`src/rtl/fault_pkg.sv`:
```
package fault_pkg;
  // Width able to hold the values 0..lim
  function automatic int unsigned cnt_width(input int unsigned lim);
    return (lim < 2) ? 1 : $clog2(lim + 1);
  endfunction
endpackage

```
`src/rtl/dur_filter.sv`:
```
module dur_filter #(
  parameter int unsigned LIMIT = 16
) (
  input  logic clk,
  input  logic rst,
  input  logic restart,
  input  logic cond,
  output logic hit
);
  import fault_pkg::*;
  localparam int unsigned W = cnt_width(LIMIT);
  localparam logic [W-1:0] LAST = W'(LIMIT - 1);
  localparam logic [W-1:0] FULL = W'(LIMIT);

  logic [W-1:0] cnt;

  always_ff @(posedge clk) begin
    if (rst || restart || !cond) cnt <= '0;
    else if (cnt != FULL)        cnt <= cnt + 1'b1;
  end

  // One-cycle pulse when the run reaches the required length
  assign hit = cond && (cnt == LAST);

  assert_cnt_bound_R5: assert property (@(posedge clk) disable iff (rst)
    cnt <= FULL);
  assert_dropout_restart_R5: assert property (@(posedge clk) disable iff (rst)
    !cond |=> (cnt == '0));
  assert_single_pulse_R3: assert property (@(posedge clk) disable iff (rst)
    (hit && !restart) |=> !hit);
endmodule

```
`src/rtl/chan_qual.sv`:
```
module chan_qual #(
  parameter int unsigned OS_LIMIT = 10000,
  parameter int unsigned TH_LIMIT = 2250
) (
  input  logic clk,
  input  logic rst,
  input  logic restart,
  input  logic cmd_on,
  input  logic open_raw,
  input  logic short_raw,
  input  logic hot_raw,
  output logic qual
);
  logic os_cond, os_hit, th_hit;

  // Open counts while off, short counts while on
  assign os_cond = cmd_on ? short_raw : open_raw;

  dur_filter #(.LIMIT(OS_LIMIT)) u_os (
    .clk(clk), .rst(rst), .restart(restart), .cond(os_cond), .hit(os_hit));

  dur_filter #(.LIMIT(TH_LIMIT)) u_th (
    .clk(clk), .rst(rst), .restart(restart), .cond(hot_raw), .hit(th_hit));

  assign qual = os_hit | th_hit;

  assert_open_gated_R1: assert property (@(posedge clk) disable iff (rst)
    (os_hit && !cmd_on) |-> open_raw);
  assert_short_gated_R2: assert property (@(posedge clk) disable iff (rst)
    (os_hit && cmd_on) |-> short_raw);
  assert_thermal_source_R4: assert property (@(posedge clk) disable iff (rst)
    th_hit |-> hot_raw);
endmodule

```
`src/rtl/fault_latch_bank.sv`:
```
module fault_latch_bank #(
  parameter int unsigned NCH      = 8,
  parameter int unsigned OS_LIMIT = 10000,
  parameter int unsigned TH_LIMIT = 2250
) (
  input  logic           clk,
  input  logic           rst,
  input  logic           clr_strobe,
  input  logic [NCH-1:0] cmd_on,
  input  logic [NCH-1:0] open_raw,
  input  logic [NCH-1:0] short_raw,
  input  logic [NCH-1:0] hot_raw,
  output logic [NCH-1:0] fault_byte
);
  logic [NCH-1:0] qual;
  logic [NCH-1:0] fault_q;

  for (genvar i = 0; i < NCH; i++) begin : g_ch
    chan_qual #(.OS_LIMIT(OS_LIMIT), .TH_LIMIT(TH_LIMIT)) u_ch (
      .clk(clk), .rst(rst), .restart(clr_strobe), .cmd_on(cmd_on[i]),
      .open_raw(open_raw[i]), .short_raw(short_raw[i]), .hot_raw(hot_raw[i]),
      .qual(qual[i]));

    // New qualification outranks the clear
    always_ff @(posedge clk) begin
      if (rst)             fault_q[i] <= 1'b0;
      else if (qual[i])    fault_q[i] <= 1'b1;
      else if (clr_strobe) fault_q[i] <= 1'b0;
    end

    assert_sticky_R7: assert property (@(posedge clk) disable iff (rst)
      (fault_q[i] && !clr_strobe) |=> fault_q[i]);
    assert_clear_R8: assert property (@(posedge clk) disable iff (rst)
      (clr_strobe && !qual[i]) |=> !fault_q[i]);
    assert_qual_wins_R9: assert property (@(posedge clk) disable iff (rst)
      qual[i] |=> fault_q[i]);
  end

  assign fault_byte = fault_q;

  assert_reset_R10: assert property (@(posedge clk)
    rst |=> (fault_q == '0));
endmodule

```
`config.mk`:
```
export PLATFORM = sky130hd
export DESIGN_NAME = fault_latch_bank
export DESIGN_NICKNAME = d
export VERILOG_FILES = /design/src/rtl/fault_pkg.sv /design/src/rtl/dur_filter.sv /design/src/rtl/chan_qual.sv /design/src/rtl/fault_latch_bank.sv
export SDC_FILE = /design/constraint.sdc
export NUM_CORES = 1
export LEC_CHECK = 0
export ABC_AREA = 1
export BUFFER_PORTS_ARGS = -buffer_cell sky130_fd_sc_hd__buf_2
export CAP_MARGIN = 20
export CELL_PAD_IN_SITES_DETAIL_PLACEMENT = 1
export CELL_PAD_IN_SITES_GLOBAL_PLACEMENT = 2
export CORE_MARGIN = 4
export CORE_UTILIZATION = 35
export CTS_BUF_LIST = sky130_fd_sc_hd__clkbuf_16
export DETAILED_ROUTE_END_ITERATION = 12
export GPL_TIMING_DRIVEN = 0
export PLACE_DENSITY_LB_ADDON = 0.1
export SYNTH_ARGS = -nofsm -noshare
export SYNTH_HDL_FRONTEND = slang
export SYNTH_SLANG_ARGS = --single-unit
```
`constraint.sdc`:
```
create_clock -name clk -period 1.46 [get_ports clk]
set_input_delay 0.292 -clock clk [delete_from_list [all_inputs] [get_ports clk]]
set_output_delay 0.292 -clock clk [all_outputs]
set_load 0.01 [all_outputs]
```
-- Word-level counts from Yosys, hierarchy flattened
Cells that the tools add are included.
- output and inout bits: 8
- bits of input ports: 35
- logic and storage cells: 154
- register bits: 216
- reduce and logical (&&, ||, !) cells: 57
- equality and inequality tests: 32
- bitwise logic cells: 8
- mux-type cells: 17
- add/subtract/negate cells: 16
- operator list (cell ; number):
    adder 14 x 1 -> 14 bit (second input constant) ; 8
    equality test 14 bit (second input constant) ; 8
    != test 14 bit (second input constant) ; 8
    adder 12 x 1 -> 12 bit (second input constant) ; 8
    equality test 12 bit (second input constant) ; 8
    != test 12 bit (second input constant) ; 8
    logical OR 1 bit ; 17
    two-way mux 1 bit ; 17
    logical AND 1 bit ; 16
    logical NOT 1 bit ; 16
    nonzero test 2 bit ; 8
    bitwise OR 1 bit ; 8

-- Logic depth before layout (Yosys ltp)
Gate-level depths: netlist (run 1).
- word-level depth: 4
- mapped depth: 8
- depth with buffers taken out: 8

-- Modules after synthesis
Synthesis (run 1) repeated with hierarchy kept, for this count alone.
- cell total of the unflattened synthesis: 1874
- area, all modules: 12170.4 µm²
- by module, submodules not included (module ; times used ; cells an instance ; area an instance (µm²) ; sequential area each (µm²)):
    dur_filter (g_ch[0].u_ch.u_os ...) ; 8 ; 120 ; 778.2 ; 280.3
    dur_filter (g_ch[0].u_ch.u_th ...) ; 8 ; 105 ; 688.2 ; 240.2
    fault_latch_bank ; 1 ; 34 ; 269.0 ; 160.2
    chan_qual ; 8 ; 5 ; 21.3 ; 0.0

-- Least setup slack after synthesis (run 1)
OpenSTA, ideal clock, no wires.
- path type: reg2reg
- from: register g_ch[7].u_ch.u_os.cnt[0]
- to: register fault_q[7], in the netlist fault_byte[7]
- arrival: 1.179 ns
- stages on the path, launching flop included: 8
- period minus slack after synthesis: 1.243 ns
- required time: 1.396 ns
- path slack: 0.217 ns
- path buffers: 0
- library setup time: 0.064 ns
- cells stage by stage: dfxtp_1 > ha_1 > nand2_1 > nor2_1 > nand3_1 > nor2_1 > nor2_1 > nor2_1
- cells in the longest elaborated chain, start to end: 4
- elaborated cells on any way between the ends: 5
- classes of those cells: eq/ne (1); mux (1); bitwise (1); reduce/logical (2)
- ends and longest elaborated chain (what ; line ; source):
    from (decl) ; dur_filter.sv:15 ; logic [W-1:0] cnt;
    from (signal assigned) ; dur_filter.sv:19 ; else if (cnt != FULL) cnt <= cnt + 1'b1;
    equality test 14 bit * ; dur_filter.sv:23 ; assign hit = cond && (cnt == LAST);
    logical AND 1 bit * ; dur_filter.sv:23 ;
    bitwise OR 1 bit * ; chan_qual.sv:25 ; assign qual = os_hit | th_hit;
    two-way mux 1 bit / nonzero test 2 bit (equally long branches) ; - ;
    to (signal, indexed assignment) ; fault_latch_bank.sv:26 ; if (rst) fault_q[i] <= 1'b0;
    to (signal, indexed assignment) ; fault_latch_bank.sv:27 ; else if (qual[i]) fault_q[i] <= 1'b1;
    to (signal, indexed assignment) ; fault_latch_bank.sv:28 ; else if (clr_strobe) fault_q[i] <= 1'b0;
    to (decl) ; fault_latch_bank.sv:16 ; logic [NCH-1:0] fault_q;
Mark *: on every way between the ends. The rest lies on a longest branch, timed or not.
A chain may end at the register's enable or synchronous reset.

-- Worst setup path after layout (run 1)
- from: input rst
- to: register g_ch[0].u_ch.u_th.cnt[1]
- cells in the longest elaborated chain, start to end: 2
- ends and longest elaborated chain (what ; line ; source):
    from (decl) ; fault_latch_bank.sv:7 ; input logic rst,
    logical OR 1 bit (2 in series) ; dur_filter.sv:18 ; if (rst || restart || !cond) cnt <= '0;
    to (signal assigned) ; dur_filter.sv:19 ;
    to (decl) ; dur_filter.sv:15 ;
Every way passes these cells.

==> results of run 1 <==
-- flip-flops by register name, indices dropped and copies added (netlist names) --
register            count
g_ch.u_ch.u_th.cnt     96
g_ch.u_ch.u_os.cnt    112
fault_byte              8
-- worst reg2reg max path, stage by stage (launching register included) --
cell and delay, ns:
dfxtp_2 0.37, ha_2 0.21, nand2_2 0.10, nor2_4 0.22
nand2_2 0.09, or2_0 0.23, a21oi_2 0.11
-- logic make-up (layout without fill, tap and decap cells) --
kind of cell    Yosys count  in the layout
compound gates          223            223
xor+xnor                 27             27
fa+ha+maj                40             40
buf+inv                 289            391
flops                   216            216
simple gates           1003           1003
-- synth_stat cells, types with 2 or more instances --
cell / instances / area (um^2)
nand2_1: 453 / 1700
nor2_1: 275 / 1030
inv_1: 272 / 1020
dfxtp_1: 216 / 4320
a21oi_1: 145 / 726
nand3_1: 144 / 721
nand4_1: 58 / 363
o21ai_0: 58 / 290
ha_1: 40 / 500
xor2_1: 27 / 236
nand2_2: 21 / 131
nor2_4: 16 / 180
a21oi_2: 11 / 96.3
nor3_1: 10 / 50.1
or2_0: 10 / 62.6
buf_2: 9 / 45.0
or2_2: 5 / 31.3
buf_6: 4 / 45.0
nor2_2: 4 / 25.0
o31ai_1: 4 / 30.0
inv_2: 3 / 11.3
nand2_4: 3 / 33.8
o21a_1: 3 / 22.5
nand3b_1: 2 / 15.0
-- final timing paths --
path	slack [ns]	endpoint	start
worst max-delay path	0.08	g_ch[0].u_ch.u_th.cnt[1]$_SDFFE_PP0P_	rst
worst min-delay path	0.05	g_ch[0].u_ch.u_th.cnt[11]$_SDFFE_PP0P_	hot_raw[0]
worst max register to register	0.09	g_ch[3].u_ch.u_os.cnt[8]$_SDFFE_PP0P_	g_ch[3].u_ch.u_os.cnt[1]$_SDFFE_PP0P_
worst min register to register	0.47	g_ch[2].u_ch.u_th.cnt[4]$_SDFFE_PP0P_	g_ch[2].u_ch.u_th.cnt[4]$_SDFFE_PP0P_
-- layer usage --
layer / wire, um / vias to the layer above
li1: - / 5875
met1: 14600 / 5149
met2: 14000 / 75
met3: 763 / 34
met4: 522 / 0
met5: 0 / -
-- report_power, final --
part           internal [mW]  switching, mW  total, mW
combinational          0.121          0.223      0.344
sequential              5.92         0.0359       5.96
clock                   3.52           2.61       6.14
total                   9.57           2.87       12.4
-- timing repair --
| action | CTS | global route |
|---|---|---|
| hold endpoints to repair | 8 | 0 |
| setup buffers | 0 | 11 |
| hold buffers | 1 | 0 |
| pin swaps | 0 | 8 |
| setup endpoints to repair | 8 | 51 |
| gates resized for setup | 14 | 60 |
-- stage by stage --
step           utilization, %  cell area, um^2  setup slack (ns)  std cells
2_1_floorplan               -            11700             0.217       1798
3_3_place_gp             38.1            12500            -0.192       2281
3_5_place_dp             38.1            12500            -0.204       2281
4_1_cts                  40.8            13400           0.00414       2331
5_1_grt                  41.4            13600           -0.0147       2342
6_report                 41.4            13600            0.0822       2342
-- cells in the final DEF (no fill, tap or decap), drive strengths merged, types with 2 or more instances in the layout --
cell type  count
a21oi        156
nand3        144
nand2        477
o31ai          4
xor2          27
o21ai         59
nor2         296
buf           66
clkbuf        29
o21a           3
inv          284
ha            40
clkinv        11
dfxtp        216
or2           16
nand4         58
nand3b         2
nor3          10
-- layout make-up --
type                    instances  area, um^2  area share [%]
flip-flops and latches        216        4370            32.1
inverters                     275        1030            7.60
multi-input cells            1293        6420            47.3
clock buffers                  29         726            5.34
repair buffers                 53         298            2.19
clock inverters                20        78.8           0.580
well taps                     442         553            4.07
plain buffers                  14         110           0.811
==> impl_metrics.tcl, run 1 <==
set metrics [dict create \
    route.detailed.vias_per_inst 4.75 \
    grt_first_pass_wirelength_mm 51.8 \
    die_height_um 191 \
    first_pass_iters 4 \
    final_hold_viol_count 0 \
    timing.final.max_slew_violations 0 \
    gr-usage-met2_pct 29.0 \
    dieWidth_um 191 \
    syn_avg_cell_area_um2 6.53 \
    start_kind "primary input" \
    fin_tns_setup_ns 0 \
    post_synth_instance_area_um2 11700 \
    finish.net_count 1956 \
    num-fill-cells 4340 \
    remaining_drc_errors 0 \
    largest_family_of_logic_cells_by_synthesized_area "simple AND/OR/NAND/NOR gates" \
    cts-buffers-inserted 28 \
    whs_path_depth 3 \
    io_pins 43 \
    routed-via-count 11100 \
    fraction_of_final_layout_cells_with_drive_strength_greater_than_1_pct 11.6 \
    synth.net_count 1873 \
    critical_path.max_fanout 10 \
    finalWorstPathRequiredPeriod_ns 1.38 \
    worst_setup_hold_path_clk_slew_ns 0.05 \
    ys_warnings 0 \
    area_growth_syn_to_layout_pct 15.6 \
    antenna_found_initial 0 \
    fin_skew_ns 0.0106 \
    yosys-mux-area-fraction_pct 0 \
    min-delay-path-class "in2reg" \
    tritoncts "built" \
    slew_headroom_pct 73.8 \
    post-route-period-util_pct 94.4 \
    worst-slew-pin-transition_ns 0.393 \
    root_cell_of_the_clock_tree "clkbuf_16" \
    cp.required_ns 1.93 \
    total_leakage_power_nw 4.85 \
    globalRoute.busiestLayer "met2" \
    postSynth.asyncResetShare_pct 0 \
    gr-total-overflow 0 \
    ir_worst_vdd_v 0.000862 \
    xor_xnor_share_of_the_synthesized_area_pct 2.01 \
    clock_tree.htree_level_count 1 \
    max_cap_viol_count 0 \
    path_delay_family "buffers and inverters" \
    grt_use_total_pct 16.4 \
    io_buffer_count 41 \
    yosys_most_used_dff "dfxtp_1" \
    number_of_global_route_vias_before_repair 11200 \
    timing.setup.critical_path_class "in2reg" \
    final.hold.worst_slack_ns 0.0531 \
    power_density_nw_per_um2 916 \
    synth_cell_types 29 \
    antenna-diode-count 0 \
    grtUsageMet1_pct 21.3 \
    timing.critical_path.cells "dlygate4sd3_1, buf_6, nor2_8, buf_12, nand2_2, buf_2, a21oi_1" \
    first_iter_violations 352 \
    synth.yosys.seq_area_share_pct 36.8 \
    synth_simple_gate_area_share_pct 37.2 \
    route.detailed.wl_per_inst_um 12.8 \
    finalSetupViolations 0 \
    die_area_um2 36600 \
    end_kind "register" \
    ant_nets 0 \
    arrival_ns 1.85 \
    grt_max_degree 14 \
    std_cell_rows 66 \
    clockBufferDepth 3 \
    worst_path_largest_cell_delay_ns 0.55 \
    critical_path_cell_count 7 \
    start_util_pct 35.8 \
    p_total_mw 12.4 \
    status "finished, final reports clean" \
    fmax_mhz 726 \
    critical_path.n_buffers_inverters 4 \
    timing.reg2reg.worst_path_depth 6 \
    gate_count_post_synth 1798 \
    finalWeightedCongestion 0.767 \
    met3_use_gr_pct 2.74 \
    synth-compound-area-share_pct 10.0 \
    drt-total-wl_mm 29.9 \
    numClockSinks 216 \
    core_region_area_um2 32800 \
    worst_skew_pair.late_latency_ns 0.55 \
    crit_slowest_cell "dlygate4sd3_1" \
    hpwlAfterDp_mm 22.4 \
    number_of_flops_mapped_to_enable_cells_by_yosys 0 \
    synth.ff_latch_count 216 \
    synthAdderAreaFrac_pct 4.26 \
]
No activity file was read; power rests on OpenSTA's default activity.
==> inputs of run 2 (changes only) <==
--- a/config.mk
+++ b/config.mk
@@ -5,13 +5,12 @@
 export SDC_FILE = /design/constraint.sdc
 export NUM_CORES = 1
 export LEC_CHECK = 0
-export ABC_AREA = 1
-export BUFFER_PORTS_ARGS = -buffer_cell sky130_fd_sc_hd__buf_2
+export BUFFER_PORTS_ARGS = -buffer_cell sky130_fd_sc_hd__buf_4
 export CAP_MARGIN = 20
 export CELL_PAD_IN_SITES_DETAIL_PLACEMENT = 1
 export CELL_PAD_IN_SITES_GLOBAL_PLACEMENT = 2
 export CORE_MARGIN = 4
-export CORE_UTILIZATION = 35
+export CORE_UTILIZATION = 39
 export CTS_BUF_LIST = sky130_fd_sc_hd__clkbuf_16
 export DETAILED_ROUTE_END_ITERATION = 12
 export GPL_TIMING_DRIVEN = 0
==> run 2 against run 1 <==
The run now ends with negative setup slack left. Via count decreased by 23%. Maximum frequency shrank 19%. Critical path depth fell by 3. Worst setup slack worse by 0.32 ns. Clock skew down 0.0042 ns. Highest routed layer unchanged. Count of clock-buffer cells in the layout down 2. First-iteration DRC count shrank 32%. Global-route usage is 0.26 points higher. Critical endpoint is now g_ch[5].u_ch.u_th.cnt[2]$_SDFFE_PP0P_. Register-to-register slack lost 0.33 ns.
==> impl_metrics.tcl, run 2 <==
set metrics [dict create \
    fin_skew_ns 0.00645 \
    path_delay_family "simple AND/OR/NAND/NOR gates" \
    timing.final.max_slew_violations 0 \
    timing.rr.start "g_ch[5].u_ch.u_th.cnt[4]$_SDFFE_PP0P_" \
    core_region_area_um2 26100 \
    post_synth_instance_area_um2 10300 \
    route.detailed.wl_per_inst_um 15.4 \
    hold_bufs_at_cts 0 \
    numClockSinks 216 \
    grt_use_total_pct 16.6 \
    ir_worst_vdd_v 0.000941 \
    hold-path-endpoint "g_ch[1].u_ch.u_th.cnt[8]$_SDFFE_PP0P_" \
    finish.net_count 1348 \
    start_kind "register" \
    yosys.area.top_type "dfxtp_1" \
    root_cell_of_the_clock_tree "clkbuf_16" \
    hpwlAfterDp_mm 16.8 \
    worst-slew-pin-transition_ns 0.893 \
    die_area_um2 29100 \
    grt_setup_unrepaired "yes" \
    design_area_um2 12700 \
    area.sequential_um2 4410 \
    start_util_pct 39.6 \
    syn_avg_cell_area_um2 8.69 \
    grt_first_pass_wirelength_mm 41.2 \
    yosys.cell_count.top_type "dfxtp_1" \
    cp.required_ns 1.86 \
    power_switching_share_pct 22.4 \
    critical_path_cell_count 4 \
    std_cell_rows 59 \
    tritoncts "built" \
    gate_count_post_synth 1188 \
    postSynth.asyncResetShare_pct 0 \
    die_height_um 171 \
    final_hold_viol_count 0 \
    area_growth_syn_to_layout_pct 23.2 \
    synth.net_count 1263 \
    hold_start "hot_raw[1]" \
    routed-via-count 8622 \
    p_int_mw 9.76 \
    synth.yosys.seq_area_share_pct 41.9 \
    layout.cells.most_common_list "nor2_1, dfxtp_1, xor2_1" \
    layout.core_utilization_pct 48.8 \
    synth_top_area_share_pct 41.9 \
    drt-total-wl_mm 25.0 \
    post-route-period-util_pct 116 \
    slew_headroom_pct 40.4 \
    seqPwrFrac_pct 47.4 \
    commonest_non_fill_non_tap_cell_in_the_layout "nor2_1" \
    clockBufferDepth 3 \
    finalSetupViolations 14 \
    timing.reg2reg.worst_path_depth 4 \
    finalWeightedCongestion 0.745 \
    number_of_flops_mapped_to_enable_cells_by_yosys 0 \
    num-fill-cells 3022 \
    synth_top_cells_by_area "dfxtp_1, xor2_1, nor2_1" \
    gr-total-overflow 0 \
    remaining_drc_errors 0 \
    critical_path.n_buffers_inverters 0 \
    violations "negative setup slack" \
    power_density_nw_per_um2 989 \
    max_cap_viol_count 0 \
    ant_nets 0 \
    finalWorstPathRequiredPeriod_ns 1.70 \
    netSwitchingPower_mw 2.82 \
    first_pass_iters 4 \
    total_leakage_power_nw 4.17 \
    postPlaceCellArea_um2 11100 \
    clkPwrFrac_pct 49.7 \
    timing.critical_path.cells "or4b_4, or4_4, nand3b_1, a21oi_1" \
    max_ffs_per_register 112 \
    worst_skew_pair.late_latency_ns 0.53 \
    final.hold.worst_slack_ns 0.0565 \
    grt_max_degree 13 \
    ys_top_cells_by_count "dfxtp_1, nor2_1, nand3_1" \
    crit_slowest_cell "or4b_4" \
    yosys_most_used_dff "dfxtp_1" \
    register_containing_the_most_flip_flops_in_the_final_layout "g_ch.u_ch.u_os.cnt" \
    worst_path_largest_cell_delay_ns 0.53 \
    ys_warnings 0 \
    end_kind "register" \
    timing.setup.critical_path_class "reg2reg" \
    io_buffer_count 42 \
    endpoint_of_the_lowest_slack_register_to_register_path "g_ch[5].u_ch.u_th.cnt[2]$_SDFFE_PP0P_" \
    cts-buffers-inserted 27 \
    post-route-worst-setup-slack_ns -0.238 \
    synth_cell_types 44 \
    min-delay-path-class "in2reg" \
    clock_tree.htree_level_count 1 \
    route.detailed.vias_per_inst 5.30 \
    multi_input_comb_area_um2 6300 \
    worst_slack_placed_ns -0.990 \
    part_of_the_total_power_dissipated_in_combinational_logic_pct 2.9 \
    antenna_found_initial 0 \
    synth.ff_latch_count 216 \
    ff2ff_setup_slack_ns -0.24 \
    number_of_global_route_vias_before_repair 8527 \
    status "finished, violations left" \
    critical_path.max_fanout 5 \
    arrival_ns 2.10 \
    fmax_mhz 589 \
    fraction_of_final_layout_cells_with_drive_strength_greater_than_1_pct 20.3 \
    p_total_mw 12.6 \
    whs_path_depth 3 \
    antenna-diode-count 0 \
    worst_setup_hold_path_clk_slew_ns 0.06 \
    io_pins 43 \
    first_iter_violations 240 \
    dieWidth_um 171 \
]
==> run 2: cell types whose count changed after synthesis, moves of 53 or more <==
cell     delta
a21oi_1   -105
inv_1     -223
nand2_1   -393
nand3_1    -53
nor2_1    -110
xnor2_1    +65
xor2_1     +60
==> run 2: cell families after synthesis <==
group | share of synthesized area (%)
adder cells (fa/ha/maj) | 4.85
XOR/XNOR | 12.9
multiplexers | 1.08
flip-flops | 41.9
buffers and inverters | 2.62
AO/OA/AOI/OAI | 4.73
AND/OR/NAND/NOR | 31.9
==> run 2: tightest hold or removal path, cell delays in order <==
cell	delay [ns]
buf_4	0.12
nand3_2	0.08
nor2_1	0.05
==> run 2: per-layer routing <==
metal  vias up  wire (um)  global-route usage [%]
met5         -          0                       0
met4         0        441                    3.92
met3        30        795                    2.87
met2        61      11800                    28.2
met1      4182      12000                    22.3
li1       4349          -                       -
==> run 2: area by class of cell <==
| type | instances | area share, % |
|---|---|---|
| Multi-Input combinational cell | 901 | 49.5 |
| Sequential cell | 216 | 34.7 |
| Clock buffer | 27 | 5.31 |
| Timing Repair Buffer | 66 | 4.01 |
| Tap cell | 335 | 3.30 |
| Inverter | 49 | 1.51 |
| Clock inverter | 22 | 1.22 |
| Buffer | 12 | 0.403 |
==> run 2: per-stage QoR <==
step                cells  setup TNS (ns)
floorplan            1188           -2.45
global placement     1565          -94.69
detailed placement   1565         -101.78
CTS                  1623           -2.83
global route         1628           -3.41
finish               1628           -2.52
==> run 2: power groups by stage <==
stage               Clock, mW  Sequential [mW]  Combinational (mW)
finish                   6.26             5.96               0.364
global route             6.77             5.96               0.409
CTS                      6.51             5.96               0.356
detailed placement          0             6.09               0.343
global placement            0             6.09               0.338
floorplan                   0             6.08               0.169
==> run 2: what timing repair did <==
item / 4_1_cts / 5_1_grt
setup endpoints to repair: 135 / 115
buffers inserted: 16 / 8
hold endpoints to repair: 0 / 0
pin swaps: 24 / 26
resized for setup: 61 / 126
==> run 2: how the worst max path moves through the flow <==
| stage | to | slack (ns) | start |
|---|---|---|---|
| after floorplan | g_ch[5].u_ch.u_th.cnt[0]$_SDFFE_PP0P_ | -0.19 | g_ch[5].u_ch.u_th.cnt[4]$_SDFFE_PP0P_ |
| after global placement | g_ch[7].u_ch.u_th.cnt[1]$_SDFFE_PP0P_ | -0.92 | rst |
| after detailed placement | g_ch[7].u_ch.u_th.cnt[1]$_SDFFE_PP0P_ | -0.99 | rst |
| after CTS | g_ch[7].u_ch.u_th.cnt[0]$_SDFFE_PP0P_ | -0.24 | g_ch[7].u_ch.u_th.cnt[4]$_SDFFE_PP0P_ |
| after global routing | g_ch[7].u_ch.u_th.cnt[0]$_SDFFE_PP0P_ | -0.28 | g_ch[7].u_ch.u_th.cnt[4]$_SDFFE_PP0P_ |
| final | g_ch[5].u_ch.u_th.cnt[2]$_SDFFE_PP0P_ | -0.24 | g_ch[5].u_ch.u_th.cnt[4]$_SDFFE_PP0P_ |
